[config.mk]
export PLATFORM = sky130hd
export DESIGN_NAME = tblrep_top
export DESIGN_NICKNAME = d
export VERILOG_FILES = /design/src/rtl/tblrep_pkg.sv /design/src/rtl/tblrep_bcd_conv.sv /design/src/rtl/tblrep_idx_ctr.sv /design/src/rtl/tblrep_byte_mux.sv /design/src/rtl/tblrep_seq.sv /design/src/rtl/tblrep_top.sv
export SDC_FILE = /design/constraint.sdc
export NUM_CORES = 1
export LEC_CHECK = 0
export BUFFER_PORTS_ARGS = -buffer_cell sky130_fd_sc_hd__buf_2
export CAP_MARGIN = 20
export CORE_ASPECT_RATIO = 1.25
export CORE_MARGIN = 4
export CORE_UTILIZATION = 40
export DETAILED_ROUTE_END_ITERATION = 12
export GPL_TIMING_DRIVEN = 0
export PLACE_DENSITY = 0.6
export SLEW_MARGIN = 5
export SYNTH_ARGS = -nofsm -noshare
export SYNTH_HDL_FRONTEND = slang
export SYNTH_SLANG_ARGS = --single-unit
[constraint.sdc]
create_clock -name clk -period 3.4 [get_ports clk]
set_clock_uncertainty 0.1 [all_clocks]
set_input_delay 0.85 -clock clk [delete_from_list [all_inputs] [get_ports clk]]
set_output_delay 0.85 -clock clk [all_outputs]
set_load 0.05 [all_outputs]
[src/rtl/tblrep_pkg.sv]
package tblrep_pkg;

  localparam int FREQ_DIGITS = 9;
  localparam int IDX_DIGITS  = 3;

  // Unified byte positions within an indexed line; the default line
  // is the same layout starting at POS_FREQ0.
  localparam int POS_SPACE = IDX_DIGITS;
  localparam int POS_FREQ0 = IDX_DIGITS + 1;
  localparam int POS_CR    = POS_FREQ0 + FREQ_DIGITS;
  localparam int POS_LF    = POS_CR + 1;

  localparam logic [7:0] ASC_ZERO  = 8'h30;
  localparam logic [7:0] ASC_SPACE = 8'h20;
  localparam logic [7:0] ASC_CR    = 8'h0D;
  localparam logic [7:0] ASC_LF    = 8'h0A;
  localparam logic [7:0] ASC_STAR  = 8'h2A;

  typedef enum logic [2:0] {
    ST_IDLE,
    ST_FETCH,
    ST_LATCH,
    ST_CONV,
    ST_EMIT,
    ST_PROMPT
  } seq_state_t;

endpackage

[src/rtl/tblrep_bcd_conv.sv]
module tblrep_bcd_conv #(
  parameter int BIN_W  = 30,
  parameter int DIGITS = 9
) (
  input  logic                  clk,
  input  logic                  rst_n,
  input  logic                  start,
  input  logic [BIN_W-1:0]      bin_in,
  output logic                  done,
  output logic [4*DIGITS-1:0]   bcd_out
);

  localparam int CNT_W = $clog2(BIN_W + 1);

  logic [BIN_W-1:0]    shreg;
  logic [4*DIGITS-1:0] bcd;
  logic [4*DIGITS-1:0] adj;
  logic [CNT_W-1:0]    cnt;
  logic                running;

  // add-3 correction on every digit before each shift
  for (genvar g = 0; g < DIGITS; g++) begin : g_adj
    always_comb begin
      if (bcd[4*g +: 4] >= 4'd5) adj[4*g +: 4] = bcd[4*g +: 4] + 4'd3;
      else                       adj[4*g +: 4] = bcd[4*g +: 4];
    end
  end

  always_ff @(posedge clk) begin
    if (!rst_n) begin
      shreg   <= '0;
      bcd     <= '0;
      cnt     <= '0;
      running <= 1'b0;
      done    <= 1'b0;
    end else if (start) begin
      shreg   <= bin_in;
      bcd     <= '0;
      cnt     <= '0;
      running <= 1'b1;
      done    <= 1'b0;
    end else if (running) begin
      {bcd, shreg} <= {adj, shreg} << 1;
      cnt          <= cnt + 1'b1;
      if (cnt == CNT_W'(BIN_W - 1)) begin
        running <= 1'b0;
        done    <= 1'b1;
      end
    end
  end

  assign bcd_out = bcd;

  // every finished digit is a legal decimal digit
  for (genvar g = 0; g < DIGITS; g++) begin : g_chk
    a_r3_digit_legal: assert property (@(posedge clk) disable iff (!rst_n)
      done |-> (bcd[4*g +: 4] <= 4'd9));
  end

  // a start launches a conversion that is not yet finished
  a_r9_start_runs: assert property (@(posedge clk) disable iff (!rst_n)
    start |=> (running && !done));

endmodule

[src/rtl/tblrep_idx_ctr.sv]
module tblrep_idx_ctr #(
  parameter int N = 3
) (
  input  logic           clk,
  input  logic           rst_n,
  input  logic           clr,
  input  logic           inc,
  output logic [4*N-1:0] digits
);

  logic [N-1:0] carry;

  assign carry[0] = inc;

  for (genvar g = 0; g < N; g++) begin : g_dig
    logic nine;
    assign nine = (digits[4*g +: 4] == 4'd9);
    if (g < N - 1) begin : g_c
      assign carry[g+1] = carry[g] & nine;
    end
    always_ff @(posedge clk) begin
      if (!rst_n || clr)  digits[4*g +: 4] <= 4'd0;
      else if (carry[g])  digits[4*g +: 4] <= nine ? 4'd0 : digits[4*g +: 4] + 4'd1;
    end
    // the index counter keeps decimal digits
    a_r4_idx_decimal: assert property (@(posedge clk) disable iff (!rst_n)
      digits[4*g +: 4] <= 4'd9);
  end

endmodule

[src/rtl/tblrep_byte_mux.sv]
module tblrep_byte_mux
  import tblrep_pkg::*;
#(
  parameter int POS_W = 4
) (
  input  logic [POS_W-1:0]          pos,
  input  logic                      prompt,
  input  logic [4*IDX_DIGITS-1:0]   idx_bcd,
  input  logic [4*FREQ_DIGITS-1:0]  freq_bcd,
  output logic [7:0]                byte_out
);

  always_comb begin
    int p;
    int k;
    p = int'(pos);
    k = 0;
    if (prompt) begin
      byte_out = ASC_STAR;
    end else if (p < POS_SPACE) begin
      k = IDX_DIGITS - 1 - p;
      byte_out = ASC_ZERO | {4'h0, idx_bcd[4*k +: 4]};
    end else if (p == POS_SPACE) begin
      byte_out = ASC_SPACE;
    end else if (p < POS_CR) begin
      k = FREQ_DIGITS - 1 - (p - POS_FREQ0);
      byte_out = ASC_ZERO | {4'h0, freq_bcd[4*k +: 4]};
    end else if (p == POS_CR) begin
      byte_out = ASC_CR;
    end else begin
      byte_out = ASC_LF;
    end
  end

endmodule

[src/rtl/tblrep_seq.sv]
module tblrep_seq
  import tblrep_pkg::*;
#(
  parameter int NUM_CH = 120,
  parameter int ADDR_W = 7,
  parameter int POS_W  = 4
) (
  input  logic              clk,
  input  logic              rst_n,
  input  logic              req,
  input  logic              tx_ready,
  input  logic              conv_done,
  output logic              busy,
  output logic              rd_en,
  output logic [ADDR_W-1:0] rd_addr,
  output logic              conv_start,
  output logic              idx_clr,
  output logic              idx_inc,
  output logic              tx_valid,
  output logic              prompt,
  output logic [POS_W-1:0]  pos
);

  localparam logic [ADDR_W-1:0] LAST_ENTRY = ADDR_W'(NUM_CH);
  localparam logic [POS_W-1:0]  LF_POS     = POS_W'(POS_LF);
  localparam logic [POS_W-1:0]  DEF_START  = POS_W'(POS_FREQ0);

  seq_state_t        state_q;
  logic [ADDR_W-1:0] entry_q;
  logic [POS_W-1:0]  pos_q;
  logic              line_end;

  always_comb begin
    busy       = (state_q != ST_IDLE);
    rd_en      = (state_q == ST_FETCH);
    rd_addr    = entry_q;
    conv_start = (state_q == ST_LATCH);
    tx_valid   = (state_q == ST_EMIT) || (state_q == ST_PROMPT);
    prompt     = (state_q == ST_PROMPT);
    pos        = pos_q;
    line_end   = (state_q == ST_EMIT) && tx_ready && (pos_q == LF_POS);
    idx_clr    = (state_q == ST_IDLE) && req;
    idx_inc    = line_end && (entry_q != '0);
  end

  always_ff @(posedge clk) begin
    if (!rst_n) begin
      state_q <= ST_IDLE;
      entry_q <= '0;
      pos_q   <= '0;
    end else begin
      unique case (state_q)
        ST_IDLE: begin
          if (req) begin
            state_q <= ST_FETCH;
            entry_q <= '0;
          end
        end
        ST_FETCH: state_q <= ST_LATCH;
        ST_LATCH: state_q <= ST_CONV;
        ST_CONV: begin
          if (conv_done) begin
            state_q <= ST_EMIT;
            pos_q   <= (entry_q == '0) ? DEF_START : '0;
          end
        end
        ST_EMIT: begin
          if (tx_ready) begin
            if (pos_q == LF_POS) begin
              if (entry_q == LAST_ENTRY) begin
                state_q <= ST_PROMPT;
              end else begin
                entry_q <= entry_q + 1'b1;
                state_q <= ST_FETCH;
              end
            end else begin
              pos_q <= pos_q + 1'b1;
            end
          end
        end
        ST_PROMPT: begin
          if (tx_ready) state_q <= ST_IDLE;
        end
        default: state_q <= ST_IDLE;
      endcase
    end
  end

  // an offered byte is not withdrawn
  a_r6_valid_held: assert property (@(posedge clk) disable iff (!rst_n)
    (tx_valid && !tx_ready) |=> tx_valid);

  // each read strobe lasts one cycle and is followed by a capture
  a_r9_capture_next: assert property (@(posedge clk) disable iff (!rst_n)
    rd_en |=> (conv_start && !rd_en));

  // addresses stay inside the table
  a_r2_addr_range: assert property (@(posedge clk) disable iff (!rst_n)
    rd_en |-> (rd_addr <= LAST_ENTRY));

  // nothing moves while idle
  a_r8_idle_quiet: assert property (@(posedge clk) disable iff (!rst_n)
    !busy |-> (!tx_valid && !rd_en));

endmodule

[src/rtl/tblrep_top.sv]
module tblrep_top
  import tblrep_pkg::*;
#(
  parameter int NUM_CH = 120,
  parameter int FREQ_W = 30,
  parameter int ADDR_W = $clog2(NUM_CH + 1)
) (
  input  logic              clk,
  input  logic              rst_n,
  input  logic              dump_req,
  output logic              busy,
  output logic              rd_en,
  output logic [ADDR_W-1:0] rd_addr,
  input  logic [FREQ_W-1:0] rd_data,
  output logic [7:0]        tx_data,
  output logic              tx_valid,
  input  logic              tx_ready
);

  localparam int POS_W = $clog2(POS_LF + 1);

  logic                     conv_start;
  logic                     conv_done;
  logic [4*FREQ_DIGITS-1:0] freq_bcd;
  logic [4*IDX_DIGITS-1:0]  idx_bcd;
  logic                     idx_clr;
  logic                     idx_inc;
  logic                     prompt;
  logic [POS_W-1:0]         pos;

  tblrep_seq #(
    .NUM_CH (NUM_CH),
    .ADDR_W (ADDR_W),
    .POS_W  (POS_W)
  ) u_seq (
    .clk        (clk),
    .rst_n      (rst_n),
    .req        (dump_req),
    .tx_ready   (tx_ready),
    .conv_done  (conv_done),
    .busy       (busy),
    .rd_en      (rd_en),
    .rd_addr    (rd_addr),
    .conv_start (conv_start),
    .idx_clr    (idx_clr),
    .idx_inc    (idx_inc),
    .tx_valid   (tx_valid),
    .prompt     (prompt),
    .pos        (pos)
  );

  tblrep_bcd_conv #(
    .BIN_W  (FREQ_W),
    .DIGITS (FREQ_DIGITS)
  ) u_conv (
    .clk     (clk),
    .rst_n   (rst_n),
    .start   (conv_start),
    .bin_in  (rd_data),
    .done    (conv_done),
    .bcd_out (freq_bcd)
  );

  tblrep_idx_ctr #(
    .N (IDX_DIGITS)
  ) u_idx (
    .clk    (clk),
    .rst_n  (rst_n),
    .clr    (idx_clr),
    .inc    (idx_inc),
    .digits (idx_bcd)
  );

  tblrep_byte_mux #(
    .POS_W (POS_W)
  ) u_mux (
    .pos      (pos),
    .prompt   (prompt),
    .idx_bcd  (idx_bcd),
    .freq_bcd (freq_bcd),
    .byte_out (tx_data)
  );

  // a stalled byte keeps its value
  a_r6_data_stable: assert property (@(posedge clk) disable iff (!rst_n)
    (tx_valid && !tx_ready) |=> $stable(tx_data));

  // handing off the prompt ends the busy window
  a_r8_prompt_ends: assert property (@(posedge clk) disable iff (!rst_n)
    (tx_valid && tx_ready && tx_data == ASC_STAR) |=> !busy);

  // a request during a report does not end or restart it
  a_r7_req_ignored: assert property (@(posedge clk) disable iff (!rst_n)
    (busy && dump_req && !tx_valid) |=> busy);

endmodule

# Word-level counts from Yosys, hierarchy flattened
# Index checks and enable logic that the tools add are counted.
[op_classes] addsub=18 n_lt_le_gt_ge=11 n_eq_ne=20 shifts=2 n_mux=39 bitwise_logic=3 n_reduce_logical=19
[op_table] op="$mux 30" n=2
[op_table] op="$mux 4" n=14
[op_table] op="$ge 4x3->1 const B" n=9
[op_table] op="$shiftx 36x32->4" n=1
[op_table] op="$add 4x2->4 const B" n=8
[op_table] op="$mux 8" n=4
[op_table] op="$shiftx 12x32->4" n=1
[op_table] op="$sub 5x30->30 const A" n=1
[op_table] op="$mux 7" n=4
[op_table] op="$mux 3" n=9
[op_table] op="$pmux 3 s6" n=1
[op_table] op="$add 4x1->4 const B" n=4
[op_table] op="$eq 4x4->1 const B" n=4
[op_table] op="$pmux 7 s2" n=1
[op_table] op="$ne 2x2->1 const B" n=6
[op_table] op="$reduce_and 5->1" n=2
[op_table] op="$eq 4x3->1 const B" n=2
[op_table] op="$pmux 4 s2" n=1
[op_table] op="$add 7x1->7 const B" n=1
[op_table] op="$eq 7x7->1 const B" n=1
[op_table] op="$logic_not 7->1" n=1
[op_table] op="$reduce_bool 7->1" n=1
[op_table] op="$eq 3x2->1 const B" n=2
[op_table] op="$eq 3x3->1 const B" n=2
[op_table] op="21 further kinds" n=30
[word_totals] ff_bits=99 input_bits=34 out_inout_bits=18 elab_cells=123

# Depth between registers and ports, before layout
[depth] ltp_word=7 mapped_depth=9 ltp_nobuf=7

# Cells and area by module
# A second synthesis with hierarchy kept.
[hier_totals] cells_unflattened=767 hier_area_um2=6506.2
[modules_own_cells] mod="tblrep_bcd_conv" instances=1 cells_per_inst=488 area_each_um2=4086.4 seq_area_each_um2=1461.4
[modules_own_cells] mod="tblrep_seq" instances=1 cells_per_inst=115 area_each_um2=952.2 seq_area_each_um2=280.3
[modules_own_cells] mod="tblrep_byte_mux" instances=1 cells_per_inst=96 area_each_um2=875.8 seq_area_each_um2=0.0
[modules_own_cells] mod="tblrep_idx_ctr" instances=1 cells_per_inst=68 area_each_um2=591.8 seq_area_each_um2=240.2

# Least setup slack after synthesis
# No wires, ideal clock.
[synth_timing] kind="flip-flop to output port" start="register u_seq.pos_q[0], in the netlist u_seq.pos[0]" end="output port tx_data[1]" arrival_time_ns=3.176 t_required_ns=2.450 slack_ns=-0.726 path_stages_with_launch=9 n_path_buf=2 path_cell_list="dfxtp_1 > clkbuf_1 > inv_1 > ha_1 > buf_2 > mux4_2 > nor3b_1 > a21oi_1 > o21ai_0"
[synth_between] elab_chain_len=7 elab_cells_between_ends=14 cone_classes="add/sub: 3; order compare: 2; eq/ne: 2; shift: 2; mux: 5"
[synth_lines] item="from (decl)" line_no="tblrep_seq.sv:30" text="logic [POS_W-1:0] pos_q;"
[synth_lines] item="from (signal assigned)" line_no="tblrep_seq.sv:64" text="pos_q <= (entry_q == '0) ? DEF_START : '0;"
[synth_lines] item="from (signal assigned)" line_no="tblrep_seq.sv:77" text="pos_q <= pos_q + 1'b1;"
[synth_lines] item="$sub 4x3->5" line_no="tblrep_byte_mux.sv:26" text="k = FREQ_DIGITS - 1 - (p - POS_FREQ0);"
[synth_lines] item="$sub 5x30->30" line_no="tblrep_byte_mux.sv:26"
[synth_lines] item="$shiftx 36x32->4" line_no="tblrep_byte_mux.sv:27" text="byte_out = ASC_ZERO | {4'h0, freq_bcd[4*k +: 4]};"
[synth_lines] item="$mux 8" line_no="tblrep_byte_mux.sv:25" text="end else if (p < POS_CR) begin"
[synth_lines] item="$mux 8" line_no="tblrep_byte_mux.sv:23" text="end else if (p == POS_SPACE) begin"
[synth_lines] item="$mux 8 *" line_no="tblrep_byte_mux.sv:20" text="end else if (p < POS_SPACE) begin"
[synth_lines] item="$mux 8 *" line_no="tblrep_byte_mux.sv:18" text="if (prompt) begin"
[synth_lines] item="to (decl)" line_no="tblrep_top.sv:15" text="output logic [7:0] tx_data,"
# Every way passes the cells marked *; elsewhere a longest branch is shown, timed or not.

# Final worst setup path
[layout_timing] start="register u_seq.pos_q[0], in the netlist u_seq.pos[0]" end="output port tx_data[2]"
# Same word-level chain as after synthesis.

==> impl_metrics.csv <==
group,metric,value,unit
cells_and_area,drive_gt1_share,17.1,%
synthesis,synthCells,680,
setup_path,path_cells,"clkbuf_16, clkinvlp_4, ha_4, buf_12, mux4_2, mux2i_1, o21ai_1, a211o_1, buf_6",
synthesis,synth_area_leader_cell,"dfxtp_1",
detailed_routing,ant_nets,0,
setup_path,slowest_stage,"mux4_2",
timing,layout_min_cycle_time,3.51,ns
synthesis,async_reset_ff_share,0,%
setup_path,path_class,"reg2out",
cells_and_area,final_core_util,48.3,%
timing,hold_violations,0,
cells_and_area,seqCellArea,1990,um^2
clock_tree,clock-root-buffer,"clkbuf_16",
cells_and_area,fin_area,6950,um^2
timing,tightest_slew,0.902,ns
global_routing,antenna_found_initial,0,
clock_tree,htreeDepth,3,
floorplanning,die_h,144,um
global_routing,grt_use_total,17.2,%
setup_path,cp.depth,9,
detailed_routing,vias,5002,
placement,port_buffers,48,
cells_and_area,nNetsFinal,813,
detailed_routing,firstDrtPassIters,6,
clock_tree,cts_tree,"done",
cells_and_area,n_fill_cell,1388,
synthesis,ys_seq_area_share,33.6,%
timing,finalCritPeriodShare,103,%
pwr,p_leak,0.00291,uW
outcome,violations,"setup timing",
run,maxCapViolations,0,
floorplanning,coreArea,14400,um^2
min_path,hold_depth,2,
synthesis,netlist.area_leader.share,33.6,%
timing,fin_ws,-0.113,ns
pwr,ir_drop,0.313,mV
global_routing,grt_max_degree,21,
setup_path,ff2ff_path_depth,10,
synthesis,synth-main-ff-cell,"dfxtp_1",
timing,slew_violations,0,
global_routing,grt_pass1_vias,4913,
timing,fmax,0.285,GHz
setup_path,critPathMaxFanout,7,
setup_path,critPathRequiredTime,2.45,ns
placement,dp_hpwl,10.4,mm
pwr,power.density,556,nW/um^2
setup_path,path_buf_inv,4,
global_routing,grt_pass1_wl,23.2,mm
clock_tree,cts_sinks,99,
setup_path,slowest_delay,0.49,ns
clock_tree,clk_pin_slew_worst_paths,0.07,ns
global_routing,grt_overflow,0,
floorplanning,io_pins,52,
setup_path,cp.arrival,2.56,ns
detailed_routing,post-route-drc-count,0,
synthesis,avgSynthCellArea,8.67,um^2
setup_path,startpoint_type,"flop",
clock_tree,cts_buffer_depth,2,
outcome,outcome,"complete, but fails checks",
synthesis,synth-seq-cells,99,
cells_and_area,multi_input_area,3720,um^2
cells_and_area,n_antenna_cell,0,
synthesis,synth_area,5900,um^2
clock_tree,numCtsBuffers,9,
placement,gp_congestion,0.817,
floorplanning,initial_core_util,40.9,%
setup_path,critPathTopFamily,"multiplexers",
cells_and_area,syn_to_final_growth,17.9,%
floorplanning,rows,49,
floorplanning,fp.dieW,117,um
timing,rsz0062_at_grt,"true",
min_path,hold_path_class,"reg2reg",
detailed_routing,drt_iter0_drc,215,
placement,place_area,6380,um^2
synthesis,synth_edf_count,0,
detailed_routing,via_per_inst,5.37,
synthesis,yosysWarnings,0,
timing,max_slew_margin,39.9,%
detailed_routing,drt_wl_total,14.2,mm
timing,finalSetupViolations,3,
clock_tree,clock_latency,0.36,ns
floorplanning,die_area,16800,um^2
synthesis,synth_cell_types,58,
setup_path,end_kind,"output pin",
synthesis,synth_top_cells_by_area,"dfxtp_1 34%, mux2i_1 8.7%, ha_1 6.4%",
detailed_routing,wl_per_cell,15.2,um
[tightest hold or removal path: cells and delay by family (launching register included)]
family	cells	cell delay, ns
simple gates	1	0.08
mux	1	0.06
flops	1	0.33
[logic make-up (layout without fill, tap and decap cells)]
logic type / Yosys count / in the layout / synth area share [%]
other: 1 / 2 / 0.0636
muxes: 61 / 61 / 12.1
buffers and inverters: 77 / 150 / 5.24
and+or+nand+nor: 222 / 222 / 18.4
DFF: 99 / 99 / 33.6
AOI/OAI and AO/OA: 155 / 155 / 19.0
adders and majority gates: 30 / 30 / 6.37
xor gates and xnor gates: 35 / 35 / 5.20
[metal layers]
layer  wire [um]  up-vias  share of wire (%)  GRT usage, %
met3         545       13                3.8          4.09
met4         197        0                1.4          4.83
li1            -     2531                  -             -
met2        7300       80                 52          30.0
met1        6120     2378                 43          21.2
met5           0        -                  0             0
[power breakdown]
group	internal, uW	switching [uW]	leakage (uW)
clock	525	534	0.000149
combinational	556	843	0.00195
sequential	1310	93.7	0.000803
[flip-flops by register name, summed over array words and instances, names as in the netlist]
| name | count |
|---|---|
| u_conv.running | 1 |
| u_idx.digits | 12 |
| u_seq.state_q | 3 |
| u_conv.bcd_out | 36 |
| u_seq.rd_addr | 7 |
| u_conv.cnt | 5 |
| u_seq.pos | 4 |
| u_conv.done | 1 |
| u_conv.shreg | 30 |
[final timing paths]
path | startpoint | endpoint | slack [ns]
setup / recovery | u_seq.pos[0]$_SDFFE_PN0P_ | tx_data[2] | -0.11
hold / removal | u_conv.bcd_out[33]$_SDFFE_PP0P_ | u_conv.bcd_out[33]$_SDFFE_PP0P_ | 0.40
setup reg to reg | u_seq.pos[0]$_SDFFE_PN0P_ | u_idx.digits[9]$_SDFFE_PP0P_ | 0.85
hold reg to reg | u_conv.bcd_out[33]$_SDFFE_PP0P_ | u_conv.bcd_out[33]$_SDFFE_PP0P_ | 0.40
[cells in the mapped netlist (3+ instances only)]
| cell | n |
|---|---|
| o21ai_0 | 30 |
| a21boi_0 | 3 |
| nor2_1 | 46 |
| inv_1 | 34 |
| dfxtp_1 | 99 |
| or3_1 | 3 |
| nand2b_1 | 12 |
| o211a_1 | 30 |
| nand2_1 | 84 |
| a21o_1 | 10 |
| a211oi_1 | 7 |
| nand3_1 | 29 |
| mux4_2 | 8 |
| nand4_1 | 4 |
| nand3b_1 | 3 |
| a31oi_1 | 5 |
| nor2b_1 | 10 |
| and3_1 | 3 |
| nor3b_1 | 7 |
| clkbuf_1 | 28 |
| a21oi_1 | 40 |
| buf_2 | 10 |
| ha_1 | 30 |
| nor3_1 | 6 |
| xor2_1 | 9 |
| xnor2_1 | 26 |
| mux2i_1 | 51 |
| o211ai_1 | 9 |
| nor4_1 | 4 |
[final cells by class]
type | count | share of cell area [%]
Sequential cell | 99 | 28.6
Multi-Input combinational cell | 505 | 53.5
Timing Repair Buffer | 60 | 5.17
Clock buffer | 9 | 3.24
Clock inverter | 7 | 1.21
Inverter | 35 | 2.00
Buffer | 39 | 3.10
Tap cell | 178 | 3.20
[cell usage in the layout (no fill, tap or decap), types with 12 or more instances in the layout]
cell type,Yosys,routed
dfxtp_1,99,96
buf_2,10,51
ha_1,30,27
o21ai_0,30,27
a21oi_1,40,40
xnor2_1,26,25
nand3_1,29,29
mux2i_1,51,51
nand2b_1,12,12
nor2_1,46,46
inv_1,34,32
buf_4,2,14
nand2_1,84,84
clkbuf_1,28,24
o211a_1,30,30
[repair_timing]
item                       CTS  global route
setup buffers                7             5
gates resized for setup     33             8
pin swaps                    4             2
setup endpoints to repair    5             4
hold buffers                 0             0
[metrics by stage]
stage | setup TNS [ns] | setup WS (ns) | hold WS [ns] | total power (uW) | instances
4_1_cts | -0.280 | -0.117 | 0.403 | 3870 | 927
5_1_grt | -0.556 | -0.197 | 0.415 | 4100 | 932
2_1_floorplan | 0 | 0.00463 | 0.342 | 2420 | 681
6_report | -0.256 | -0.113 | 0.399 | 3860 | 932
3_3_place_gp | -1.89 | -0.591 | 0.378 | 2700 | 907
3_5_place_dp | -1.91 | -0.616 | 0.385 | 2730 | 907
(Power assumes the default switching activity.)
